<file path="config.mk">
export PLATFORM = sky130hd
export DESIGN_NAME = csdec
export DESIGN_NICKNAME = d
export VERILOG_FILES = /design/src/rtl/csdec.sv
export SDC_FILE = /design/constraint.sdc
export NUM_CORES = 1
export LEC_CHECK = 0
export ABC_AREA = 1
export BUFFER_PORTS_ARGS = -buffer_cell sky130_fd_sc_hd__clkbuf_2
export CORE_AREA = 3 3 126 128
export DETAILED_ROUTE_END_ITERATION = 8
export DIE_AREA = 0 0 129 131
export PLACE_DENSITY = 0.61
export REMOVE_ABC_BUFFERS = 1
export SKIP_CTS_REPAIR_TIMING = 1
export SLEW_MARGIN = 20
export SYNTH_ARGS = -nofsm -noshare
export SYNTH_HDL_FRONTEND = slang
export SYNTH_SLANG_ARGS = --single-unit
</file>
<file path="constraint.sdc">
create_clock -name clk -period 1.6 [get_ports clk]
set_input_delay 0.08 -clock clk [delete_from_list [all_inputs] [get_ports clk]]
set_output_delay 0.08 -clock clk [all_outputs]
set_load 0.005 [all_outputs]
</file>
<file path="src/rtl/csdec.sv">
module csdec #(
  parameter int NCS = 4,
  parameter int WW  = 3
) (
  input  logic              clk,
  input  logic              rst_n,
  input  logic              as_n,
  input  logic [31:0]       addr,
  input  logic [2:0]        fc,
  input  logic              rw,
  input  logic [NCS*32-1:0] win_base,
  input  logic [NCS*32-1:0] win_mask,
  input  logic [NCS-1:0]    win_en,
  input  logic [NCS-1:0]    win_ro,
  input  logic [NCS*WW-1:0] win_wait,
  input  logic              ctl_wr,
  input  logic              ctl_beten,
  input  logic              ctl_dmap,
  input  logic              wpv_clr,
  output logic [NCS-1:0]    cs_n,
  output logic              reg_sel_n,
  output logic              dtack_n,
  output logic              berr_n,
  output logic              wpv_pulse,
  output logic              wpv_flag
);

  typedef enum logic [1:0] {S_IDLE, S_WAIT, S_DONE} st_t;

  st_t             st;
  logic [WW-1:0]   cnt;
  logic [WW-1:0]   sel_wait;
  logic [NCS-1:0]  hit, blk, pass;
  logic            fc_ok, reg_hit, any_blk, any_pass, start;
  logic            beten_q, dmap_q, blk_cyc, arm;

  assign fc_ok = (fc != 3'd7);

  for (genvar i = 0; i < NCS; i++) begin : g_win
    assign hit[i]  = win_en[i] & fc_ok &
                     ((addr & win_mask[i*32 +: 32]) == (win_base[i*32 +: 32] & win_mask[i*32 +: 32]));
    assign blk[i]  = hit[i] & win_ro[i] & ~rw;
    assign pass[i] = hit[i] & ~blk[i];
  end

  assign reg_hit  = fc_ok & ((addr[31:12] == 20'hFFFFF) |
                    (dmap_q & (addr[31:24] == 8'h00) & (addr[23:12] == 12'hFFF)));
  assign any_blk  = |blk;
  assign any_pass = (|pass) | reg_hit;
  assign start    = (st == S_IDLE) & ~as_n;

  always_comb begin
    sel_wait = '0;
    for (int i = NCS - 1; i >= 0; i--)
      if (pass[i]) sel_wait = win_wait[i*WW +: WW];
    if (reg_hit) sel_wait = '0;
  end

  always_ff @(posedge clk or negedge rst_n) begin
    if (!rst_n) begin
      beten_q <= 1'b0;
      dmap_q  <= 1'b1;
    end else if (ctl_wr) begin
      beten_q <= ctl_beten;
      dmap_q  <= ctl_dmap;
    end
  end

  always_ff @(posedge clk or negedge rst_n) begin
    if (!rst_n) begin
      st        <= S_IDLE;
      cnt       <= '0;
      cs_n      <= '1;
      reg_sel_n <= 1'b1;
      dtack_n   <= 1'b1;
      berr_n    <= 1'b1;
      blk_cyc   <= 1'b0;
    end else if (as_n) begin
      st        <= S_IDLE;
      cs_n      <= '1;
      reg_sel_n <= 1'b1;
      dtack_n   <= 1'b1;
      berr_n    <= 1'b1;
      blk_cyc   <= 1'b0;
    end else begin
      cs_n      <= ~pass;
      reg_sel_n <= ~reg_hit;
      unique case (st)
        S_IDLE: begin
          blk_cyc <= any_blk;
          if (any_blk) begin
            berr_n <= ~beten_q;
            st     <= S_DONE;
          end else if (any_pass) begin
            cnt <= sel_wait;
            st  <= S_WAIT;
          end else begin
            st <= S_DONE;
          end
        end
        S_WAIT: begin
          if (cnt == '0) begin
            dtack_n <= 1'b0;
            st      <= S_DONE;
          end else begin
            cnt <= cnt - 1'b1;
          end
        end
        default: st <= S_DONE;
      endcase
    end
  end

  always_ff @(posedge clk or negedge rst_n) begin
    if (!rst_n) begin
      wpv_pulse <= 1'b0;
      wpv_flag  <= 1'b0;
      arm       <= 1'b0;
    end else begin
      arm       <= 1'b1;
      wpv_pulse <= start & any_blk;
      if (start & any_blk) wpv_flag <= 1'b1;
      else if (wpv_clr)    wpv_flag <= 1'b0;
    end
  end

  assert_fc7_nomatch_R5: assert property (@(posedge clk) disable iff (!rst_n)
    arm && $past(!as_n) && $past(fc) == 3'd7 |-> (&cs_n) && reg_sel_n);

  assert_ro_noack_R3: assert property (@(posedge clk) disable iff (!rst_n)
    blk_cyc |-> dtack_n);

  assert_berr_needs_en_R4: assert property (@(posedge clk) disable iff (!rst_n)
    arm && $fell(berr_n) |-> $past(beten_q));

  assert_ack_berr_excl_R9: assert property (@(posedge clk) disable iff (!rst_n)
    !(!dtack_n && !berr_n));

  assert_wpv_sets_flag_R10: assert property (@(posedge clk) disable iff (!rst_n)
    wpv_pulse |-> wpv_flag);

  assert_wpv_single_R10: assert property (@(posedge clk) disable iff (!rst_n)
    wpv_pulse |=> !wpv_pulse);

  assert_release_R12: assert property (@(posedge clk) disable iff (!rst_n)
    arm && $past(as_n) |-> (&cs_n) && reg_sel_n && dtack_n && berr_n);

endmodule

</file>
==> impl_metrics.yaml, run 1 <==
run_status:
  outcome: "finished, violations left"
  failed_checks: "setup timing"
synth:
  yosys-top-cells-area: "nand2_1, nand3_1, nor2_1"
  synth-warning-count: 0
  synth_cells: 885
  synth-simple-area-share: 0.7113
  async_flop_share: 1.000
  synth_cell_types: 43
  syn_avg_cell_area_um2: 4.926
  synth_compound_area_frac: 0.05970
  ys.flop_type: "dfstp_2"
  muxShareOfSynthArea: 0.005166
  syn-cell-area_mm2: 0.004359
  ys_seq_area_frac: 0.09414
  synth_top_area_frac: 0.2635
  yosys.area_share.adder: 0.005741
  synth_top_family_by_area: "simple AND/OR/NAND/NOR gates"
  synth_xor_area_frac: 0.008037
  synth_seq_cells: 16
  synth-edff-count: 0
  synth_top_area_cell: "nand2_1"
place:
  dp_hpwl_um: 22300
  dpl.cell_count: 1494
  port-buffer-count: 327
  gp_congestion: 0.9556
cts:
  clk_pin_slew_ns: 0.05
  cts_tree: "built"
  clockBufferDepth: 2
  clk-insertion-delay-late_ns: 0.25
  htreeDepth: 1
  cts.sinks: 16
  cts-root-buf: "clkbuf_16"
  numCtsBuffers: 3
routing:
  drt_iter0_drc: 450
  drt_wl_total_um: 24940
  drc: 0
  post_drt_wl_per_cell_um: 16.48
  firstDrtPassIters: 5
  post_drt_via_cell_ratio: 4.794
  ant_nets: 0
  routed-via-count: 7254
grt:
  grt_first_pass_wirelength_um: 34890
  grt_util_all_layers: 0.2716
  grt-ovfl-total: 0
  grt_max_degree: 17
  antenna_found_initial: 0
  grt_pass1_vias: 6504
hold_path:
  hp-class: "primary input to flop"
  whs_endpoint: "wpv_flag$_DFFE_PN0P_"
  hold_start: "wpv_clr"
  min_path_cells: 2
finish:
  final_nets: 1646
  drive_gt1_frac: 0.4600
  fin_util: 0.5201
  layout_common_cells: "clkbuf_2, nand2_1, buf_4"
  layout_commonest_cell: "clkbuf_2"
  final_cell_count_no_fill: 1513
  syn_to_final_growth_pct: 78.67
  num-fill-cells: 1648
die:
  die_y_um: 131
  die_w_um: 129
  dieArea_mm2: 0.01690
  core_mm2: 0.01498
  start_util: 0.2911
  row_count: 45
  io_pins: 328
pwr:
  power_leakage_nw: 4.530
  vdd_drop_max_v: 0.0002840
  p_per_area_mw_per_mm2: 353.4
worst_setup_path:
  startpoint_type: "primary input"
  path_max_fanout: 5
  critPathRequiredTime_ns: 1.74
  crit_type: "primary input to flop"
  cp.arrival_ns: 1.77
  r2r_cells: 10
  r2r_setup_slack_ns: -0.02
  end_kind: "flop"
  reg2reg_to: "st[0]$_DFFE_PN0P_"
  worstReg2RegStart: "dmap_q$_DFFE_PN1P_"
timing:
  rsz0062_at_grt: "yes"
  worst-slew-pin-transition_ns: 0.4474
  final-setup-viol-count: 4
  setup_ws_ns: -0.02945
  max_freq_ghz: 0.6137
  period_share: 1.018
  finalHoldViolations: 0
  post-route-min-period_ns: 1.629
  maxSlewViolCount: 0
  skew_ns: 0.004159
  slew_headroom: 0.6995
flow_run:
  drv_cap: 0
[logic make-up after synthesis]
group / Yosys count
xor gates and xnor gates: 4
buffers and inverters: 120
and+or+nand+nor: 695
AOI/OAI and AO/OA: 46
adders and majority gates: 2
DFF: 16
muxes: 2
[state kept, by name, indices dropped and copies added (netlist names)]
| signal | flops |
|---|---|
| dtack_n | 1 |
| dmap_q | 1 |
| beten_q | 1 |
| reg_sel_n | 1 |
| cnt | 3 |
| wpv_flag | 1 |
| st | 2 |
| cs_n | 4 |
| berr_n | 1 |
| wpv_pulse | 1 |
[cells in the mapped netlist, drive strengths merged, types with 2 or more instances]
| cell | count |
|---|---|
| a21boi | 2 |
| a21oi | 11 |
| a31oi | 2 |
| and2 | 2 |
| buf | 13 |
| dfrtp | 8 |
| dfstp | 8 |
| ha | 2 |
| inv | 106 |
| mux2 | 2 |
| nand2 | 308 |
| nand3 | 135 |
| nand3b | 12 |
| nand4 | 34 |
| nor2 | 155 |
| nor3 | 5 |
| nor3b | 5 |
| nor4 | 2 |
| o21ai | 27 |
| or2 | 35 |
| xor2 | 4 |
[per-stage QoR]
stage	hold WS (ns)	total power [mW]	setup slack [ns]	cell area (um^2)	setup TNS (ns)
CTS	-0.2356	2.568	-0.2115	7057	-1.155
floorplan	-0.2156	1.040	0.2190	4255	0
global placement	0.02952	2.005	-0.4800	6968	-3.628
finish	0.02468	2.752	-0.02945	7789	-0.09750
detailed placement	0.02601	2.016	-0.4741	6968	-3.783
global route	0.02151	2.959	-0.1525	7786	-0.6311
[worst max-delay path, cell delays in order]
cell and delay, ns:
clkbuf_2 0.11, buf_4 0.14, nand2_1 0.05, nand3_1 0.13, nand2_1 0.11, nor3_1 0.42
nand3_2 0.15, nor2_4 0.22, nor2_1 0.06, nand2_1 0.05, nand2_1 0.04, nand2_1 0.05
nand2_1 0.05, nand2_2 0.06, nand2_1 0.04
[routing by layer]
| layer | global-route usage | wire (um) |
|---|---|---|
| met5 | 0 | 0 |
| met2 | 0.5061 | 12470 |
| met4 | 0.03891 | 374 |
| met3 | 0.04228 | 1858 |
| met1 | 0.3364 | 10230 |
[cell type report]
class | count | area, um^2 | share of cell area
sequential | 16 | 410.4 | 0.05269
timing repair buffer | 448 | 2705 | 0.3473
inverter | 107 | 404.1 | 0.05189
multi-input combinational | 749 | 3943 | 0.5062
clock buffer | 4 | 88.84 | 0.01141
tap | 188 | 235.2 | 0.03020
antenna | 1 | 2.502 | 0.0003213
[report_power, final]
group	internal [mW]	total, mW	leakage (nW)	switching, mW
registers	0.414	0.418	0.191	0.00356
clock network	0.380	0.547	0.0442	0.167
logic	0.836	1.79	4.29	0.951
total	1.63	2.75	4.53	1.12
[worst max path at each step]
stage / slack (ns) / start / to
3_5_place_dp: -0.47 / addr[30] / berr_n$_DFFE_PN1P_
2_1_floorplan: 0.22 / addr[27] / cnt[0]$_DFFE_PN0P_
4_1_cts: -0.21 / addr[30] / berr_n$_DFFE_PN1P_
6_report: -0.03 / addr[5] / cnt[0]$_DFFE_PN0P_
3_3_place_gp: -0.48 / addr[30] / cnt[2]$_DFFE_PN0P_
5_1_grt: -0.15 / addr[10] / cnt[1]$_DFFE_PN0P_
Note: power is estimated with default switching activity, not from simulation.
==> run 2: changes to the inputs <==
- ABC_AREA: 1 -> 0
- PLACE_DENSITY: 0.61 -> 0.55
==> impl_metrics.yaml, run 2 <==
place:
  port-buffer-count: 327
  gp_congestion: 0.9355
  dp_hpwl_um: 19970
synth:
  synth_cell_types: 56
  synth_most_common_cell: "xor2_1"
  synth_cells: 421
  synth-edff-count: 0
  synth_common_cells: "xor2_1, a22oi_1, nand4_1"
  synth_top_area_frac: 0.3214
  synth_top_area_cell: "xor2_1"
  synth-warning-count: 0
  synth_seq_cells: 16
  ys_seq_area_frac: 0.1176
  syn_avg_cell_area_um2: 8.286
  yosys-top-cells-area: "xor2_1, a22oi_1, dfstp_2"
  async_flop_share: 1.000
  syn-cell-area_mm2: 0.003488
  ys.flop_type: "dfstp_2"
grt:
  grt-ovfl-total: 0
  grt_max_degree: 17
  antenna_found_initial: 3
  grt_util_all_layers: 0.2480
  grt_pass1_vias: 5392
  grt_first_pass_wirelength_um: 31030
pwr:
  power_leakage_nw: 3.471
  p_seq_frac: 0.160
  cell_internal_pwr_mw: 1.689
  vdd_drop_max_v: 0.0003768
  power_switching_mw: 1.004
  p_per_area_mw_per_mm2: 398.8
  comb_power_share: 0.641
  p_sw_frac: 0.3728
  clkPwrFrac: 0.200
finish:
  regMostFlops: "cs_n"
  layout_common_cells: "clkbuf_2, buf_4, xor2_1"
  drive_gt1_frac: 0.6208
  syn_to_final_growth_pct: 93.58
  largest_reg_flops: 4
  reg.largest.list: "cs_n x4, cnt x3, st x2"
  final_nets: 1179
  fin_util: 0.4509
  layout_commonest_cell: "clkbuf_2"
  num-fill-cells: 1595
routing:
  drt_iter0_drc: 239
  post_drt_wl_per_cell_um: 21.42
  routed-via-count: 5124
  post_drt_via_cell_ratio: 4.889
  ant_nets: 0
  drc: 0
  drt_wl_total_um: 22450
  firstDrtPassIters: 6
timing:
  final-setup-viol-count: 9
  worst-slew-pin-transition_ns: 0.4196
  slew_headroom: 0.7195
  fin_setup_tns_ns: -1.924
  period_share: 1.194
  maxSlewViolCount: 0
  post-route-min-period_ns: 1.910
  setup_ws_ns: -0.3105
  finalHoldViolations: 0
  skew_ns: 0.002371
  max_freq_ghz: 0.5234
  rsz0062_at_grt: "yes"
run_status:
  failed_checks: "setup timing"
  outcome: "finished, violations left"
die:
  die_w_um: 129
  die_y_um: 131
  row_count: 45
  core_mm2: 0.01498
  io_pins: 328
  start_util: 0.2329
  dieArea_mm2: 0.01690
worst_setup_path:
  r2r_setup_slack_ns: -0.11
  path_max_fanout: 4
  end_kind: "flop"
  startpoint_type: "primary input"
  cp.arrival_ns: 2.04
  crit_type: "primary input to flop"
  critPathRequiredTime_ns: 1.73
cts:
  htreeDepth: 1
  clk-insertion-delay-late_ns: 0.24
  cts.sinks: 16
  clk_pin_slew_ns: 0.05
  clockBufferDepth: 2
  cts-root-buf: "clkbuf_16"
  numCtsBuffers: 3
  cts_tree: "built"
hold_path:
  hp-class: "primary input to flop"
flow_run:
  drv_cap: 0
## run 2: cell count changes in the layout (fill, tap and decap cells not counted), moves of 13 or more
cell / delta
a22oi_1: +85
inv_1: -80
nand2_1: -271
nand2_2: -15
nand3_1: -85
nand3_2: -40
nor2_1: -100
nor2_2: -37
o21ai_0: -13
or2_1: -21
xor2_1: +111
## run 2: power groups by stage
stage                     Combinational, mW  Clock, mW  Sequential (mW)
after floorplan                       0.574          0            0.430
after global placement                 1.61          0            0.435
after detailed placement               1.60          0            0.434
after CTS                              1.61      0.542            0.428
after global routing                   1.87      0.560            0.432
final                                  1.73      0.538            0.430
## run 2: worst max-delay path: stages
cell and delay [ns]:
buf_6 0.09, and3_4 0.21, buf_6 0.13, a211oi_2 0.21
nand3_2 0.15, or4_4 0.59, o2111ai_4 0.21, a211oi_2 0.10
nor3_2 0.19, mux2i_1 0.09
## run 2: path summary, 6_finish.rpt
kind,from,to,cells after the start
min in group asynchronous,rst_n,cnt[2]$_DFFE_PN0P_,2
setup reg to reg,dmap_q$_DFFE_PN1P_,cnt[0]$_DFFE_PN0P_,7
setup / recovery,fc[0],cnt[2]$_DFFE_PN0P_,10
hold / removal,wpv_clr,wpv_flag$_DFFE_PN0P_,2
max in group asynchronous,rst_n,dmap_q$_DFFE_PN1P_,2
hold reg to reg,dtack_n$_DFFE_PN1P_,dtack_n$_DFFE_PN1P_,1
## run 2: metrics by stage
stage	cells	area (um^2)	worst slack [ns]	power, mW	hold slack (ns)
2_1_floorplan	399	3343	-0.1416	1.003	-0.2156
3_3_place_gp	1035	6161	-0.7070	2.041	0.02902
3_5_place_dp	1035	6161	-0.7241	2.038	0.02879
4_1_cts	1039	6250	-0.4798	2.582	-0.2294
5_1_grt	1048	6753	-0.3870	2.863	0.03809
6_report	1048	6753	-0.3105	2.693	0.03303
## run 2: metal layers
metal,wire [um],track usage,vias to the layer above
met5,0,0,-
met4,221,0.04200,0
met3,1820,0.03496,14
met2,11470,0.4512,251
met1,8939,0.3153,2379
li1,-,-,2480
## run 2: area by class of cell
class                      count  area [um^2]  area share
sequential                    16        410.4     0.06077
timing repair buffer         454         2761      0.4089
antenna                        3        7.507    0.001112
multi-input combinational    368         3193      0.4729
inverter                      15        56.30    0.008338
tap                          188        235.2     0.03483
clock buffer                   4        88.84     0.01316
## run 2: cell families after synthesis
group,synth area share
xor gates and xnor gates,0.3214
adders and majority gates,0.007172
muxes,0.01506
DFF,0.1176
buffers and inverters,0.05775
AOI/OAI and AO/OA,0.2830
and+or+nand+nor,0.1980
